==> src/rtl/osc_puf_resp.sv <==
module osc_puf_resp #(
  parameter int N  = 8,
  parameter int CW = 12,
  parameter int WW = 16
) (
  input  logic          clk,
  input  logic          rst_n,
  input  logic          start,
  input  logic [WW-1:0] win_len,
  input  logic [N-1:0]  osc_in,
  output logic          osc_en,
  output logic [N-2:0]  resp,
  output logic          done
);
  localparam logic [CW-1:0] CMAX = {CW{1'b1}};
  localparam logic [WW-1:0] WONE = WW'(1);

  typedef enum logic [2:0] {S_IDLE, S_ENABLE, S_COUNT, S_COMPARE, S_DONE} st_t;
  st_t st;

  logic [WW-1:0] win_cnt;
  logic [N-1:0]  sy1, sy2, sy3, rise;
  logic [CW-1:0] cnt [N];
  logic [N-2:0]  cmp;

  wire go = (st == S_IDLE) && start;

  always_ff @(posedge clk or negedge rst_n)
    if (!rst_n) begin
      sy1 <= '0; sy2 <= '0; sy3 <= '0;
    end else begin
      sy1 <= osc_in; sy2 <= sy1; sy3 <= sy2;
    end

  assign rise = sy2 & ~sy3;

  always_ff @(posedge clk or negedge rst_n)
    if (!rst_n) begin
      st      <= S_IDLE;
      osc_en  <= 1'b0;
      win_cnt <= '0;
      resp    <= '0;
    end else begin
      case (st)
        S_IDLE: if (start) begin
          st     <= S_ENABLE;
          osc_en <= 1'b1;
        end
        S_ENABLE: begin
          st      <= S_COUNT;
          win_cnt <= (win_len == '0) ? WONE : win_len;
        end
        S_COUNT: begin
          win_cnt <= win_cnt - WONE;
          if (win_cnt == WONE) begin
            st     <= S_COMPARE;
            osc_en <= 1'b0;
          end
        end
        S_COMPARE: begin
          resp <= cmp;
          st   <= S_DONE;
        end
        default: st <= S_IDLE;
      endcase
    end

  assign done = (st == S_DONE);

  for (genvar k = 0; k < N; k++) begin : g_cnt
    always_ff @(posedge clk or negedge rst_n)
      if (!rst_n)                                        cnt[k] <= '0;
      else if (go)                                       cnt[k] <= '0;
      else if (st == S_COUNT && rise[k] && cnt[k] != CMAX) cnt[k] <= cnt[k] + 1'b1;


    cnt_sat_chk: assert property (@(posedge clk) disable iff (!rst_n)
      (cnt[k] == CMAX && !go) |=> cnt[k] == CMAX);
  end

  for (genvar k = 0; k < N - 1; k++) begin : g_cmp
    assign cmp[k] = cnt[k] > cnt[k+1];


    zero_lose_chk: assert property (@(posedge clk) disable iff (!rst_n)
      (st == S_COMPARE && cnt[k] == '0) |=> !resp[k]);
  end


  done_pulse_chk: assert property (@(posedge clk) disable iff (!rst_n)
    done |=> !done);


  en_off_chk: assert property (@(posedge clk) disable iff (!rst_n)
    done |-> !osc_en);


  en_rise_chk: assert property (@(posedge clk) disable iff (!rst_n)
    $rose(osc_en) |-> $past(st == S_IDLE && start));


  resp_hold_chk: assert property (@(posedge clk) disable iff (!rst_n)
    !$stable(resp) |-> $past(st == S_COMPARE));


  busy_start_chk: assert property (@(posedge clk) disable iff (!rst_n)
    (start && st != S_IDLE) |=> st != S_ENABLE);
endmodule

==> config.mk <==
export PLATFORM = sky130hd
export DESIGN_NAME = osc_puf_resp
export DESIGN_NICKNAME = d
export VERILOG_FILES = /design/src/rtl/osc_puf_resp.sv
export SDC_FILE = /design/constraint.sdc
export NUM_CORES = 1
export LEC_CHECK = 0
export ABC_CLOCK_PERIOD_IN_PS = 6000
export BUFFER_PORTS_ARGS = -buffer_cell sky130_fd_sc_hd__buf_4
export CELL_PAD_IN_SITES_DETAIL_PLACEMENT = 0
export CELL_PAD_IN_SITES_GLOBAL_PLACEMENT = 2
export CORE_MARGIN = 3
export CORE_UTILIZATION = 43
export DETAILED_ROUTE_END_ITERATION = 6
export GPL_TIMING_DRIVEN = 0
export PLACE_DENSITY_LB_ADDON = 0.1
export SYNTH_ARGS = -nofsm -noshare
export SYNTH_HDL_FRONTEND = slang
export SYNTH_SLANG_ARGS = --single-unit
==> constraint.sdc <==
create_clock -name clk -period 6 [get_ports clk]
set_input_delay 1.2 -clock clk [delete_from_list [all_inputs] [get_ports clk]]
set_output_delay 1.2 -clock clk [all_outputs]
set_load 0.005 [all_outputs]
==> results of run 1 <==
cell type report:
type	instances	area share (%)
Clock buffer	18	4.17
Multi-Input combinational cell	737	47.8
Sequential cell	147	35.8
Buffer	27	1.20
Tap cell	270	3.29
Antenna cell	1	0.0243
Inverter	102	3.72
Timing Repair Buffer	37	2.93
Clock inverter	13	1.11
through the flow:
stage	setup slack, ps	cell area, um2	power, mW	hold slack, ps	instances
floorplan	3540	9090	1.93	331	1013
global placement	1880	9690	2.34	333	1318
detailed placement	2820	9740	2.35	337	1320
CTS	3240	10300	3.38	353	1351
global route	3030	10300	3.57	356	1351
finish	3180	10300	3.35	348	1352
state kept, by name (all words and copies together), names as in the netlist:
name     cells
sy1          8
sy2          8
st           3
sy3          8
win_cnt     16
cnt         96
osc_en       1
resp         7
metal layers:
layer | part of all wire [%] | up-vias | global-route usage (%)
li1 | - | 3761 | -
met1 | 50 | 3586 | 33.3
met2 | 45 | 134 | 34.1
met3 | 3.7 | 15 | 3.92
met4 | 0.99 | 0 | 4.62
met5 | 0 | - | 0
logic make-up (layout without fill, tap and decap cells):
group	count (synthesis)	in the layout	synth area share (%)
flops	147	147	40.5
mux	13	13	1.47
compound gates	223	223	15.1
buf+inv	129	197	5.57
other cells	0	1	0
simple gates	373	373	21.2
xor+xnor	34	34	3.28
fa+ha+maj	94	94	12.9
synthesized netlist by cell type, types with 3 or more instances:
cell / instances / area, um2
nand4b_1: 3 / 26.3
o21ai_0: 48 / 240
o211ai_1: 10 / 75.1
a311oi_1: 10 / 87.6
o31ai_1: 10 / 75.1
dfrtp_1: 147 / 3680
nand4_1: 41 / 257
and2_1: 5 / 31.3
a41o_1: 3 / 30.0
nor3_1: 22 / 110
ha_1: 94 / 1180
or3_1: 6 / 37.5
and3_1: 16 / 100
mux2i_1: 10 / 100
nand3b_1: 3 / 22.5
xnor2_1: 32 / 280
nor2b_1: 12 / 75.1
buf_2: 9 / 45.0
nor4_1: 15 / 93.8
nor2_1: 98 / 368
and4_1: 8 / 70.1
nand3_1: 36 / 180
mux2_2: 3 / 33.8
buf_1: 3 / 11.3
inv_1: 101 / 379
a211oi_1: 8 / 60.1
nand2b_1: 7 / 43.8
a31oi_1: 23 / 144
clkbuf_1: 13 / 48.8
nor3b_1: 3 / 22.5
a21oi_1: 80 / 400
a21o_1: 8 / 60.1
or4_1: 5 / 37.5
nand2_1: 79 / 297
power breakdown:
group	internal (mW)	switching (mW)	leakage (nW)
combinational	0.382	0.684	2.35
clock	0.567	0.448	0.254
sequential	1.12	0.144	1.94
worst max-delay path, cell delays in order, from the launching register on:
cell	delay, ps
dfrtp_1	370
buf_2	180
nor3b_2	780
buf_2	460
buf_1	500
o21ai_0	180
a21oi_1	170
a21oi_1	50
how the worst min path moves through the flow:
stage | depth (start not counted) | end | slack (ps) | startpoint
6_report | 0 | sy2[7] | 350 | sy1[7]
5_1_grt | 0 | sy2[1] | 360 | sy1[1]
4_1_cts | 0 | sy2[7] | 350 | sy1[7]
3_3_place_gp | 0 | sy2[4] | 330 | sy1[4]
2_1_floorplan | 0 | sy2[0] | 330 | sy1[0]
3_5_place_dp | 0 | sy2[4] | 340 | sy1[4]
==> impl_metrics.ini, run 1 <==
[status]
outcome = complete, no violations

[worst_setup_path]
crit_path_start = st[2]
cp_data_arrival_time_ps = 3120
r2r-end = win_cnt[3]
worst_setup_path_end_kind = register
worstPathMaxFanout = 10
rr_worst_depth = 7
worst_r2r_startpoint = st[2]
cp-start-kind = register
rrSetupSlack_ps = 3180
critPathCapture = win_cnt[3]
path_type_of_the_worst_setup_path = reg -> reg
required_ps = 6300

[floorplanning]
y_dimension_of_the_die_um = 151
die_outline_area_mm2 = 0.0229
coreArea_mm2 = 0.0205
floorplan.rows = 52
initial_utilization_pct = 44.4
dieWidth_um = 151
boundaryPins = 36

[cts]
ctsHtreeMaxLevel = 4
tritoncts = built
cts_repair_resize_count = 0
clock-sinks = 147
cts_made_buffers = 17
clock_latency_reported_for_the_late_side_of_the_worst_skew_pair_ps = 430
post-cts-setup-buffers = 0
worst_setup_hold_path_clk_slew_ps = 70
cts_hold_repair.buffers = 0
clock_tree.buffer_depth = 2
clk_root_buffer_cell = clkbuf_16

[layout]
layout_commonest_cell = dfrtp_1
regArea_mm2 = 0.00368
filler_cell_count = 2023
multi_input_area_mm2 = 0.00491
synth_to_layout_area_growth_pct = 13.1
layout_common_cells = dfrtp_1, inv_1, nor2_1
layout-drive-gt1-share_pct = 8.79
util_after_layout_pct = 50.2
layout.nets = 1190

[placed_design]
portBuffers = 35
globalplace.congestion = 0.823
dp_hpwl_mm = 18.2

[global_route]
vias_in_the_first_global_route = 7066
globalRouteOverflowTotal = 0
groute.usage.overall_pct = 22.4
wire_length_of_the_first_global_routing_pass_mm = 39.5
pin_count_of_the_biggest_net_entering_global_routing = 83
number_of_antenna_violations_at_the_first_check_in_global_routing = 0

[logic_synthesis]
synthArstFlopShare_pct = 100
ys_seq_area_share_pct = 40.5
synth_cells = 1013
ys_ff_latch = 147
synthDistinctLibCells = 64
mappedNetlistNets = 1134
yosys_most_used_dff = dfrtp_1
yosysWarningCount = 0
postSynthAreaPerCell_um2 = 8.97
synth-edff-count = 0
syn_area_mm2 = 0.00909

[routing]
remaining_drc_errors = 0
drtPass1Iterations = 5
vias = 7496
route.antenna.remaining_nets = 0
routed_wl_mm = 24.7
via_density = 5.54
detail_route.wl_per_cell_um = 18.3
drt_first_iter_violations = 474

[pwr]
worst_ir_drop_vdd_v = 0.000179
power_density_over_the_cells_mw_per_mm2 = 325
total_leakage_power_nw = 4.54

[timing]
setup_viol = 0
setup_tns_ps = 0
report.final.slew_viol_count = 0
grt_setup_unrepaired = no
final_hold_viol_count = 0
max_slew_margin_pct = 38.5
final.setup_skew_ps = 10.6
period_utilization_pct = 47.0
worst_pin_slew_ps = 919
post-route-min-period_ps = 2820
achievable-frequency_ghz = 0.355

[hold_path]
min-delay-path-class = reg -> reg

[job]
max_cap_viol_count = 0
(Power assumes the default switching activity.)
==> run 2, diff against run 1 <==
ABC_CLOCK_PERIOD_IN_PS = 2750   (was 6000)
CORE_UTILIZATION = 40   (was 43)
clock period = 2.75 ns   (was 6 ns; I/O delays follow)
==> run 2 against run 1 <==
  * The flow now finishes with violations (negative hold slack)
  * Final cell count increased by 0.67%
  * Clock power increased by 150%
  * Via count about the same
==> impl_metrics.ini, run 2 (same netlist as run 1, synthesis figures left out) <==
[floorplanning]
floorplan.rows = 54
coreArea_mm2 = 0.0221
die_outline_area_mm2 = 0.0246
boundaryPins = 36
initial_utilization_pct = 41.1
dieWidth_um = 157
y_dimension_of_the_die_um = 157

[worst_setup_path]
path_type_of_the_worst_setup_path = reg -> reg
required_ps = 3050
worst_setup_path_end_kind = register
worstPathMaxFanout = 10
critical_path.cell_chain = buf_2 -> nor3b_4 -> buf_2 -> buf_1 -> o21ai_0 -> a21oi_1 -> a21oi_1
worst_path_max_delay_cell = nor3b_4
critPathTopFamily = buffers and inverters
cp_data_arrival_time_ps = 2980
critPathBufInv = 3
cp-start-kind = register
cpPeakStageDelay_ps = 590

[placed_design]
globalplace.congestion = 0.796
dp_hpwl_mm = 18.4
detailedPlace.worstSlack_ps = -52.5
place.detailed.instances = 1330
portBuffers = 35

[timing]
period_utilization_pct = 97.2
hold-worst-slack_ps = -0.346
worst_pin_slew_ps = 871
achievable-frequency_ghz = 0.374
final.setup_skew_ps = 12.1
pnr_worst_setup_slack_ps = 76.1
setup_viol = 0
post-route-min-period_ps = 2670
max_slew_margin_pct = 41.8
final_hold_viol_count = 1
grt_setup_unrepaired = no
report.final.slew_viol_count = 0

[layout]
layout-drive-gt1-share_pct = 8.98
filler_cell_count = 2194
top_register = cnt
layout.nets = 1189
layout_common_cells = dfrtp_1, inv_1, nor2_1
reg.largest.list = cnt (96), win_cnt (16)
instances_no_fill = 1361
synth_to_layout_area_growth_pct = 14.1
largest_register_ffs = 96
util_after_layout_pct = 47.0
layout_commonest_cell = dfrtp_1

[job]
max_cap_viol_count = 0

[routing]
routed_wl_mm = 25.3
route.antenna.remaining_nets = 0
via_density = 5.51
drt_first_iter_violations = 419
detail_route.wl_per_cell_um = 18.6
drtPass1Iterations = 5
vias = 7502
remaining_drc_errors = 0

[cts]
cts_made_buffers = 17
clk_root_buffer_cell = clkbuf_16
tritoncts = built
ctsHtreeMaxLevel = 4
post-cts-setup-buffers = 0
clock_tree.buffer_depth = 2
cts_hold_repair.buffers = 0
worst_setup_hold_path_clk_slew_ps = 70
clock-sinks = 147
clock_latency_reported_for_the_late_side_of_the_worst_skew_pair_ps = 430

[status]
outcome = complete, but fails checks
violations_in_the_final_reports = negative hold slack

[pwr]
total_leakage_power_nw = 4.58
cell_internal_pwr_mw = 4.81
worst_ir_drop_vdd_v = 0.000385
clockPowerShare_pct = 32.8
comb_power_share_pct = 30.9
power.share.switching_pct = 36.9
p_sw_mw = 2.81
power_density_over_the_cells_mw_per_mm2 = 735
sequentialPowerShare_pct = 36.4
total_power_mw = 7.62

[global_route]
number_of_antenna_violations_at_the_first_check_in_global_routing = 0
globalRouteOverflowTotal = 0
vias_in_the_first_global_route = 7330
groute.usage.overall_pct = 21.5
pin_count_of_the_biggest_net_entering_global_routing = 105
wire_length_of_the_first_global_routing_pass_mm = 41.3

[hold_path]
min-delay-path-class = in -> async
[run 2: changes by cell type in the layout (fill, tap and decap cells not counted), sizes merged]
cell	before	now
clkinvlp	5	4
buf	51	49
bufinv	1	4
clkinv	7	3
clkbuf	31	33
inv	102	103
[run 2: area by class of cell]
| type | count | area, um2 | area share (%) |
|---|---|---|---|
| inverters | 102 | 383 | 3.69 |
| clock inverters | 12 | 181 | 1.75 |
| diodes | 1 | 2.50 | 0.0241 |
| repair buffers | 37 | 305 | 2.94 |
| plain buffers | 26 | 124 | 1.19 |
| multi-input cells | 737 | 4920 | 47.4 |
| flip-flops and latches | 147 | 3680 | 35.5 |
| well taps | 280 | 350 | 3.38 |
| clock buffers | 19 | 433 | 4.17 |
[run 2: final timing paths]
kind / start / end / slack, ps / cells past startpoint
setup / recovery: st[2] / win_cnt[3] / 80 / 7
hold / removal: rst_n / cnt[16] / -0.3 / 1
setup reg to reg: st[2] / win_cnt[3] / 80 / 7
hold reg to reg: sy1[4] / sy2[4] / 350 / 0
max in group asynchronous: rst_n / st[1] / 1820 / 2
min in group clk: osc_in[4] / sy1[4] / 220 / 1
[run 2: power groups by stage]
stage	sequential [mW]	combinational (mW)	clock, mW
finish	2.77	2.35	2.50
global route	2.82	2.67	2.66
CTS	2.77	2.37	2.55
detailed placement	2.80	2.35	0
global placement	2.80	2.33	0
floorplan	2.70	1.50	0
[run 2: timing repair]
action,4_1_cts,5_1_grt
gates cloned,0,0
gates resized for setup,1,5
setup endpoints to repair,6,7
[run 2: metrics by stage]
| step | setup TNS (ps) | area, um2 |
|---|---|---|
| 3_5_place_dp | -152 | 9750 |
| 3_3_place_gp | -62370 | 9700 |
| 6_report | 0 | 10400 |
| 2_1_floorplan | 0 | 9090 |
| 4_1_cts | 0 | 10400 |
| 5_1_grt | 0 | 10400 |
[run 2: layer usage]
layer | vias up | GRT usage [%] | share of wire [%]
met5 | - | 0 | 0
met4 | 0 | 4.34 | 0.98
met3 | 20 | 3.46 | 3.9
met2 | 140 | 33.2 | 44
met1 | 3588 | 32.0 | 51
li1 | 3754 | - | -
[run 2: worst reg2reg max path, delay by kind of cell (launching register included)]
kind                   cells  cell delay (ps)
AO/OA/AOI/OAI              3              430
AND/OR/NAND/NOR            1              600
flip-flops                 1              390
buffers and inverters      3             1150
==> run 3, diff against run 2 <==
HOLD_SLACK_MARGIN = 0.02   (was unset)
==> run 3 against run 2 <==
  * The run now ends clean
  * Clock-buffer cell count stayed put
  * Highest routed layer unchanged
  * Global-route usage is the same
  * Register-to-register slack better by 30 ps
  * Core utilization about the same
  * Sequential power barely moved
  * Critical endpoint is now cnt[68]
  * Total power about the same
  * Non-clock buffer count grew 1
  * Routed wire length increased by 0.17%
  * Largest power group unchanged
  * Critical path depth shrank 1
  * Clock skew barely moved
==> impl_metrics.ini, run 3 (same netlist as run 1, synthesis figures left out) <==
[routing]
drt_first_iter_violations = 424
highest_routing_layer_actually_used = met4
routed-wl-met3_um = 830
route.antenna.remaining_nets = 0
drtPass1Iterations = 6
via_density = 5.53
vias = 7534
detail_route.wl_per_cell_um = 18.6
remaining_drc_errors = 0
met2_length_mm = 11.3
routed_wl_mm = 25.3
wl_met1_mm = 13.0

[floorplanning]
boundaryPins = 36
die_outline_area_mm2 = 0.0246
coreArea_mm2 = 0.0221
dieWidth_um = 157
floorplan.rows = 54
initial_utilization_pct = 41.1
y_dimension_of_the_die_um = 157

[timing]
worst_pin_slew_ps = 872
period_utilization_pct = 96.3
setup_tns_ps = 0
final.setup_skew_ps = 12.0
report.final.slew_viol_count = 0
post-route-min-period_ps = 2650
setup_viol = 0
max_slew_margin_pct = 41.7
achievable-frequency_ghz = 0.378
grt_setup_unrepaired = no
final_hold_viol_count = 0

[layout]
top_register = cnt
layout_common_cells = dfrtp_1, inv_1, nor2_1
layout_commonest_cell = dfrtp_1
filler_cell_count = 2195
layout-drive-gt1-share_pct = 8.97
reg.largest.list = cnt (96), win_cnt (16)
synth_to_layout_area_growth_pct = 14.2
layout.nets = 1190
finalInstanceArea_mm2 = 0.0104
largest_register_ffs = 96

[worst_setup_path]
path_type_of_the_worst_setup_path = reg -> reg
rrSetupSlack_ps = 100
cp-start-kind = register
worst_r2r_startpoint = st[2]
worstPathMaxFanout = 10
worst_setup_path_end_kind = register
required_ps = 3060
crit_path_start = st[2]
cp_data_arrival_time_ps = 2960

[pwr]
worst_ir_drop_vdd_v = 0.000386
total_leakage_power_nw = 4.59
power_density_over_the_cells_mw_per_mm2 = 734

[cts]
worst_setup_hold_path_clk_slew_ps = 60
clock_tree.buffer_depth = 2
clk_root_buffer_cell = clkbuf_16
ctsHtreeMaxLevel = 4
clock_latency_reported_for_the_late_side_of_the_worst_skew_pair_ps = 430
post-cts-setup-buffers = 0
tritoncts = built
cts_made_buffers = 17
clock-sinks = 147

[placed_design]
dp_hpwl_mm = 18.4
portBuffers = 35
globalplace.congestion = 0.796
placed_area_mm2 = 0.00975

[global_route]
number_of_antenna_violations_at_the_first_check_in_global_routing = 0
vias_in_the_first_global_route = 7330
wire_length_of_the_first_global_routing_pass_mm = 41.3
globalRouteOverflowTotal = 0
pin_count_of_the_biggest_net_entering_global_routing = 105
groute.usage.overall_pct = 21.5

[job]
max_cap_viol_count = 0

[status]
outcome = complete, no violations

[hold_path]
min-delay-path-class = in -> reg
hold_path_startpoint = osc_in[4]
[run 3: cell count changes in the layout (fill, tap and decap cells not counted)]
cell,previous run,this run
dlygate4sd3_1,0,1
[run 3: worst paths after layout]
| path | to | cells after the start |
|---|---|---|
| min | sy1[4] | 1 |
| max reg2reg | cnt[68] | 6 |
| min reg2reg | sy2[4] | 0 |
| max in group asynchronous | st[1] | 3 |
| min in group asynchronous | cnt[16] | 2 |
| max | cnt[68] | 6 |
[run 3: timing repair]
action / CTS / global route
hold endpoints to repair: 15 / 0
setup endpoints to repair: 6 / 7
hold buffers: 1 / 0
gates resized for setup: 1 / 5
[run 3: cell type report]
class	instances	area, um2	share of cell area [%]
clock buffers	19	433	4.17
diodes	1	2.50	0.0241
well taps	280	350	3.37
plain buffers	26	124	1.19
multi-input cells	737	4920	47.4
clock inverters	12	181	1.75
flip-flops and latches	147	3680	35.4
repair buffers	38	315	3.04
inverters	102	383	3.69
[run 3: layer usage]
layer  vias to the layer above  GRT usage [%]
met5                         -              0
met4                         0           4.34
met3                        18           3.43
met2                       126           33.2
met1                      3638           32.0
li1                       3752              -
[run 3: where the power goes]
part | switching (mW) | internal [mW]
registers | 0.323 | 2.45
logic | 1.51 | 0.843
clock network | 0.980 | 1.52
total | 2.81 | 4.81
[run 3: metrics by stage]
| step | hold WS, ps | util, % | power [mW] | cells | setup slack, ps |
|---|---|---|---|---|---|
| final | 221 | 47.0 | 7.62 | 1362 | 103 |
| after global routing | 198 | 47.0 | 8.14 | 1361 | 33.7 |
| after CTS | 202 | 47.0 | 7.69 | 1362 | 4.14 |
| after detailed placement | 335 | 44.1 | 5.16 | 1330 | -52.5 |
| after global placement | 332 | 43.9 | 5.14 | 1328 | -957 |
| after floorplan | 254 | - | 4.20 | 1013 | 836 |
[run 3: worst max-delay path, stage by stage, from the launching register on]
cell and delay, ps:
dfrtp_1 390, buf_2 200, nor3b_4 580, and3_1 320, nor3b_1 580, nand4_1 170, mux2_2 290
